**src/rtl/wdt_pkg.sv**
```systemverilog
package wdt_pkg;
    // Byte offsets of the word registers
    localparam int unsigned OFF_CTRL  = 0;
    localparam int unsigned OFF_ARM   = 4;
    localparam int unsigned OFF_TBASE = 8;

    // Bit positions in the control/status word
    localparam int unsigned BIT_RSTF  = 3;
    localparam int unsigned BIT_STATE = 2;
    localparam int unsigned BIT_EN1   = 1;
    localparam int unsigned BIT_EN2   = 0;

    typedef struct packed {
        logic rstf;
        logic state;
        logic en1;
        logic en2;
    } wdt_ctl_t;
endpackage

```
**src/rtl/wdt_timebase.sv**
```systemverilog
module wdt_timebase #(
    parameter int unsigned TB_W = 32
) (
    input  logic            clk,
    input  logic            rst_n,
    output logic [TB_W-1:0] value_o
);
    logic [TB_W-1:0] cnt_d, cnt_q;

    always_comb begin
        cnt_d = cnt_q + 1'b1;
    end

    always_ff @(posedge clk or negedge rst_n) begin
        if (!rst_n) cnt_q <= '0;
        else        cnt_q <= cnt_d;
    end

    assign value_o = cnt_q;

    assert_timebase_step_R2: assert property (@(posedge clk) disable iff (!rst_n)
        1'b1 |=> (cnt_q == $past(cnt_q) + 1'b1));
endmodule

```
**src/rtl/wdt_interval.sv**
```systemverilog
module wdt_interval #(
    parameter int unsigned INTERVAL_LOG2 = 8
) (
    input  logic clk,
    input  logic rst_n,
    input  logic run_i,
    input  logic restart_i,
    output logic ovf_o
);
    logic [INTERVAL_LOG2-1:0] cnt_d, cnt_q;

    always_comb begin
        ovf_o = run_i && !restart_i && (&cnt_q);
        if (!run_i || restart_i) cnt_d = '0;
        else                     cnt_d = cnt_q + 1'b1;
    end

    always_ff @(posedge clk or negedge rst_n) begin
        if (!rst_n) cnt_q <= '0;
        else        cnt_q <= cnt_d;
    end

    assert_wrap_after_expiry_R4: assert property (@(posedge clk) disable iff (!rst_n)
        ovf_o |=> (cnt_q == '0));
    assert_hold_when_stopped_R3: assert property (@(posedge clk) disable iff (!rst_n)
        !run_i |=> (cnt_q == '0));
endmodule

```
**src/rtl/wdt_rst_pulse.sv**
```systemverilog
module wdt_rst_pulse #(
    parameter int unsigned RST_CYCLES = 16
) (
    input  logic clk,
    input  logic rst_n,
    input  logic start_i,
    output logic rst_o
);
    localparam int unsigned CW = $clog2(RST_CYCLES + 1);

    logic [CW-1:0] cnt_d, cnt_q;

    always_comb begin
        if (start_i)          cnt_d = CW'(RST_CYCLES);
        else if (cnt_q != '0) cnt_d = cnt_q - 1'b1;
        else                  cnt_d = cnt_q;
    end

    always_ff @(posedge clk or negedge rst_n) begin
        if (!rst_n) cnt_q <= '0;
        else        cnt_q <= cnt_d;
    end

    assign rst_o = (cnt_q != '0);

    assert_pulse_starts_R5: assert property (@(posedge clk) disable iff (!rst_n)
        start_i |=> rst_o);
endmodule

```
**src/rtl/wdt_twostage.sv**
```systemverilog
module wdt_twostage
    import wdt_pkg::*;
#(
    parameter int unsigned ADDR_W        = 4,
    parameter int unsigned INTERVAL_LOG2 = 8,
    parameter int unsigned RST_CYCLES    = 16,
    parameter int unsigned TB_W          = 32,
    parameter bit          ENABLE_ONCE   = 1'b0
) (
    input  logic              clk,
    input  logic              rst_n,
    input  logic [ADDR_W-1:0] bus_addr,
    input  logic              bus_wr,
    input  logic [31:0]       bus_wdata,
    output logic [31:0]       bus_rdata,
    output logic              irq,
    output logic              wdt_rst
);
    wdt_ctl_t ctl_d, ctl_q;

    logic              sel_ctrl, sel_arm, sel_tbase;
    logic              wr_ctrl, wr_arm, kick, armed, locked;
    logic              ovf, second_hit;
    logic [TB_W-1:0]   tb_value;
    logic              unused_wdata;

    assign unused_wdata = ^bus_wdata[31:4];

    assign sel_ctrl  = (bus_addr == ADDR_W'(OFF_CTRL));
    assign sel_arm   = (bus_addr == ADDR_W'(OFF_ARM));
    assign sel_tbase = (bus_addr == ADDR_W'(OFF_TBASE));
    assign wr_ctrl   = bus_wr && sel_ctrl;
    assign wr_arm    = bus_wr && sel_arm;
    assign kick      = wr_ctrl && (bus_wdata[BIT_STATE] || bus_wdata[BIT_RSTF]);
    assign armed     = ctl_q.en1 && ctl_q.en2;
    assign locked    = ENABLE_ONCE && armed;

    wdt_timebase #(.TB_W(TB_W)) u_timebase (
        .clk     (clk),
        .rst_n   (rst_n),
        .value_o (tb_value)
    );

    wdt_interval #(.INTERVAL_LOG2(INTERVAL_LOG2)) u_interval (
        .clk       (clk),
        .rst_n     (rst_n),
        .run_i     (armed),
        .restart_i (kick),
        .ovf_o     (ovf)
    );

    wdt_rst_pulse #(.RST_CYCLES(RST_CYCLES)) u_rst_pulse (
        .clk     (clk),
        .rst_n   (rst_n),
        .start_i (second_hit),
        .rst_o   (wdt_rst)
    );

    always_comb begin
        ctl_d      = ctl_q;
        second_hit = 1'b0;
        if (wr_ctrl) begin
            if (!(locked && !bus_wdata[BIT_EN1])) ctl_d.en1 = bus_wdata[BIT_EN1];
            if (bus_wdata[BIT_STATE]) ctl_d.state = 1'b0;
            if (bus_wdata[BIT_RSTF])  ctl_d.rstf  = 1'b0;
        end
        if (wr_arm) begin
            if (!(locked && !bus_wdata[BIT_EN2])) ctl_d.en2 = bus_wdata[BIT_EN2];
        end
        if (ovf) begin
            if (ctl_q.state) begin
                ctl_d.rstf = 1'b1;
                second_hit = 1'b1;
            end else begin
                ctl_d.state = 1'b1;
            end
        end
    end

    always_ff @(posedge clk or negedge rst_n) begin
        if (!rst_n) ctl_q <= '0;
        else        ctl_q <= ctl_d;
    end

    always_comb begin
        bus_rdata = '0;
        if (sel_ctrl) begin
            bus_rdata[BIT_RSTF]  = ctl_q.rstf;
            bus_rdata[BIT_STATE] = ctl_q.state;
            bus_rdata[BIT_EN1]   = ctl_q.en1;
            bus_rdata[BIT_EN2]   = ctl_q.en2;
        end else if (sel_arm) begin
            bus_rdata[0] = ctl_q.en2;
        end else if (sel_tbase) begin
            bus_rdata = 32'(tb_value);
        end
    end

    assign irq = ctl_q.state;

    assert_state_needs_arm_R4: assert property (@(posedge clk) disable iff (!rst_n)
        $rose(ctl_q.state) |-> $past(armed));
    assert_rstf_after_state_R5: assert property (@(posedge clk) disable iff (!rst_n)
        $rose(ctl_q.rstf) |-> $past(ctl_q.state));
    assert_kick_clears_R6: assert property (@(posedge clk) disable iff (!rst_n)
        (wr_ctrl && bus_wdata[BIT_STATE]) |=> !irq);
    assert_zero_write_keeps_R7: assert property (@(posedge clk) disable iff (!rst_n)
        (wr_ctrl && !bus_wdata[BIT_STATE] && ctl_q.state) |=> ctl_q.state);
    assert_lock_holds_R8: assert property (@(posedge clk) disable iff (!rst_n)
        (ENABLE_ONCE && armed) |=> armed);
endmodule

```
**config.mk**
```make
export PLATFORM = sky130hd
export DESIGN_NAME = wdt_twostage
export DESIGN_NICKNAME = d
export VERILOG_FILES = /design/src/rtl/wdt_pkg.sv /design/src/rtl/wdt_timebase.sv /design/src/rtl/wdt_interval.sv /design/src/rtl/wdt_rst_pulse.sv /design/src/rtl/wdt_twostage.sv
export SDC_FILE = /design/constraint.sdc
export NUM_CORES = 1
export LEC_CHECK = 0
export CORE_MARGIN = 2
export CORE_UTILIZATION = 35
export DETAILED_ROUTE_END_ITERATION = 10
export GPL_TIMING_DRIVEN = 1
export PLACE_DENSITY = 0.71
export SYNTH_ARGS = -nofsm -noshare
export SYNTH_HDL_FRONTEND = slang
export SYNTH_SLANG_ARGS = --single-unit
```
**constraint.sdc**
```tcl
create_clock -name clk -period 2 [get_ports clk]
set_clock_uncertainty 0.1 [all_clocks]
set_input_delay 0.3 -clock clk [delete_from_list [all_inputs] [get_ports clk]]
set_output_delay 0.3 -clock clk [all_outputs]
set_load 0.005 [all_outputs]
```
==> run summary <==
VDD sags by at most between 0.2 and 0.25 mV. The half-perimeter wire length after placement is 3760 µm. The source of the critical timing path is bus_addr[2]. The number of global-route vias before repair is 1969. The post-detailed-placement cell area came out at 3140 µm². The tightest slew margin relative to the limit is 0.664. For this block, the routed nets add up to 5180 µm of wire.

Hold is met by 0.385 ns. The number of H-tree levels came out at 2. The placer's final routability congestion estimate is 0.835. The clock input transition at the sequential cells of the worst setup and hold paths is 0.09 ns. For this run, the register share of the synthesized area comes to 0.493. The proportion of layout cells with a drive suffix above 1 is 0.141. The count of unresolved DRC violations after routing came out at 0. The overflow left after global routing is 0. At the pin with the least slew margin, the transition time is a little over 0.5 ns. The final hold violation count is 0. Entering global routing, the biggest net connects 30 pins.

The tree is rooted in a sky130_fd_sc_hd__clkbuf_8. STA classifies the critical path startpoint as a primary input. The length in cells of the worst reg-to-reg path came out at 4.

The count of buffers inserted at the top-level ports came out at 44. The average vias per placed instance is 4.68. The dominant synthesized flop cell is sky130_fd_sc_hd__dfrtp_1. The global routing usage summed across all routing layers came out at 0.146.

The clock insertion delay at the later pin of the skew report is 0.30 ns. During I/O placement, the number of pins put on the boundary was 73. The TritonCTS clock tree is built. The layout filler cell count is 672. The area growth from synthesis to layout is 32.9%.

The per-instance average area after synthesis came out at around 10 µm². Synthesis inferred 49 register bits. In this run the cell area of the synthesized design comes to 2490 µm². After floorplanning, the core was sized to cover 6830 µm². The sort of element at the end of the critical path is a primary output.

In this run the register-to-register setup slack is 0.16 ns. In this run the worst setup path terminates at bus_rdata[7]. The number of nets handed over by synthesis was between 200 and 300. The peak clock frequency supported by timing is roughly 0.5 GHz. The number of buffers between clock root and the deepest sink is 2. The floorplan step defined a die boundary enclosing 7800 µm². The initial DRC count is 89. The data arrival time of the critical path came out at 1.54 ns.

The final count of pins violating max slew came to 0. Timing analysis after detailed placement gives a worst setup slack of -0.419 ns. Measured on the finished design, the core utilization comes to 0.484.

The finished cells cover 3310 µm². The count of different cell masters after synthesis is 30. The flow ran to the end, and the final reports show no timing, DRC or antenna violations. The cell area power density came out at 530 nW/µm². The die outline height is 88.3 µm. The post-layout instance count excluding filler cells is 408. The final period demand of the worst path came out at 1.94 ns. The number of clock buffers inserted by TritonCTS is 5. The number of rows in the core area came out at 30.

The worst setup path is of the in2out kind. The total iterations of the first detailed-routing run is 4. The library cells used most frequently in the layout, excluding fill and tap cells, are 49 x sky130_fd_sc_hd__dfrtp_1, 33 x sky130_fd_sc_hd__dlygate4sd2_1, 30 x sky130_fd_sc_hd__and2_1, 22 x sky130_fd_sc_hd__nor2_1, 19 x sky130_fd_sc_hd__xnor2_1. The number of synthesized flops with an enable pin is 0. The number of warning messages in the yosys log came out at 0. Setup repair after global routing could not meet its margin everywhere. Across the run, the number of max-cap violations was 0. The worst min-delay path class is in2async. The final period utilization is 0.971. The count of final setup violators is 0.

For this run, asynchronously set or reset flops after synthesis account for 1.00. The data required time at the worst endpoint is 1.60 ns. The startpoint identified for the worst register-to-register timing path is u_timebase.value_o[8]$_DFF_PN0_. For this run, the post-layout net count is 353. The detail route stage leaves a number of antenna-violating nets equal to 0. The leakage power figure came out at 0.00167 µW. The initial cell density of the core is 0.364. The top fanout value on the critical path is 11.

The average wire length per cell after detail routing is 12.7 µm. The cell count after placement is 394. The post-synthesis cell count came out at 245. The worst setup margin came out at 0.0583 ns.

The most common cell after layout, fill and taps aside is sky130_fd_sc_hd__dfrtp_1. The first global-routing pass estimated 8930 µm of wire. The detailed router placed 1911 vias in this run. The number of sinks driven by the clock tree came out at 49. The die boundary width came out at between 80 and 90 µm.

The initial antenna violation count is 0. 0 antenna diodes ended up in the layout. In this run the critical register-to-register path is captured at u_timebase.value_o[28]$_DFF_PN0_.
==> cell type report <==
class	instances	area, µm²	area share
multi-input combinational	181	1260	0.380
sequential	49	1230	0.371
timing repair buffer	65	582	0.176
tap	96	120	0.0363
clock buffer	6	72.6	0.0220
inverter	9	33.8	0.0102
clock inverter	2	13.8	0.00416
==> routing by layer <==
| layer | global-route usage | vias up | routed length, µm |
|---|---|---|---|
| li1 | - | 955 | - |
| met1 | 0.192 | 922 | 2490 |
| met2 | 0.240 | 28 | 2470 |
| met3 | 0.0326 | 6 | 163 |
| met4 | 0.0523 | 0 | 61 |
| met5 | 0 | - | 0 |
==> kinds of logic after synthesis <==
logic type	Yosys count	synth area share
AO/OA/AOI/OAI	13	0.0438
XOR/XNOR	37	0.130
adder cells (fa/ha/maj)	3	0.0151
buffers and inverters	15	0.0257
flip-flops	49	0.493
multiplexers	2	0.00905
AND/OR/NAND/NOR	126	0.283
==> state kept, by name, indices dropped and copies added, names as in the netlist <==
name,cells
u_interval.cnt_q,8
u_timebase.value_o,32
irq,1
ctl_q,3
u_rst_pulse.cnt_q,5
==> stage by stage <==
| step | TNS [ns] | total power, µW |
|---|---|---|
| CTS | 0 | 1770 |
| floorplan | 0 | 1100 |
| finish | 0 | 1750 |
| detailed placement | -14.17 | 1190 |
| global route | -0.00227 | 1840 |
| global placement | -13.50 | 1190 |
==> repair_timing <==
| item | CTS | global route |
|---|---|---|
| pin swaps | 4 | 1 |
| buffers inserted | 4 | 0 |
| cloned | 1 | 0 |
| gates resized for setup | 51 | 8 |
| hold buffers | 1 | 0 |
| hold endpoints to repair | 20 | 0 |
| setup endpoints to repair | 33 | 16 |
==> Yosys cell counts, types with 4 or more instances <==
library cell               instances  area (µm²)
sky130_fd_sc_hd__a22o_1            4        35.0
sky130_fd_sc_hd__and2_1           30         188
sky130_fd_sc_hd__and3_1            4        25.0
sky130_fd_sc_hd__clkbuf_1          5        18.8
sky130_fd_sc_hd__dfrtp_1          49        1230
sky130_fd_sc_hd__inv_1             9        33.8
sky130_fd_sc_hd__nand2_1          18        67.6
sky130_fd_sc_hd__nand3_1          15        75.1
sky130_fd_sc_hd__nand4_1           7        43.8
sky130_fd_sc_hd__nor2_1           23        86.3
sky130_fd_sc_hd__nor3_1           12        60.1
sky130_fd_sc_hd__xnor2_1          19         166
sky130_fd_sc_hd__xor2_1           18         158
==> how the worst min path moves through the flow <==
stage	startpoint	to	cells past startpoint
after floorplan	rst_n	ctl_q[0]$_DFFE_PN0P_	0
after global placement	rst_n	u_timebase.value_o[17]$_DFF_PN0_	1
after detailed placement	rst_n	u_timebase.value_o[17]$_DFF_PN0_	1
after CTS	rst_n	u_timebase.value_o[8]$_DFF_PN0_	2
after global routing	u_timebase.value_o[23]$_DFF_PN0_	u_timebase.value_o[23]$_DFF_PN0_	1
final	rst_n	u_timebase.value_o[17]$_DFF_PN0_	2
==> critical path: stages <==
cell and delay, ns:
sky130_fd_sc_hd__dlygate4sd2_1 0.27, sky130_fd_sc_hd__nor4b_4 0.28, sky130_fd_sc_hd__buf_4 0.18, sky130_fd_sc_hd__buf_6 0.13
sky130_fd_sc_hd__and2_1 0.12, sky130_fd_sc_hd__dlygate4sd2_1 0.24
==> report_power, final <==
group	leakage (µW)	internal (µW)	switching, µW
Combinational	0.000963	71.4	66.3
Clock	0.0000456	250	329
Sequential	0.000664	1010	26.0
Total	0.00167	1330	421
(Power assumes the default switching activity.)
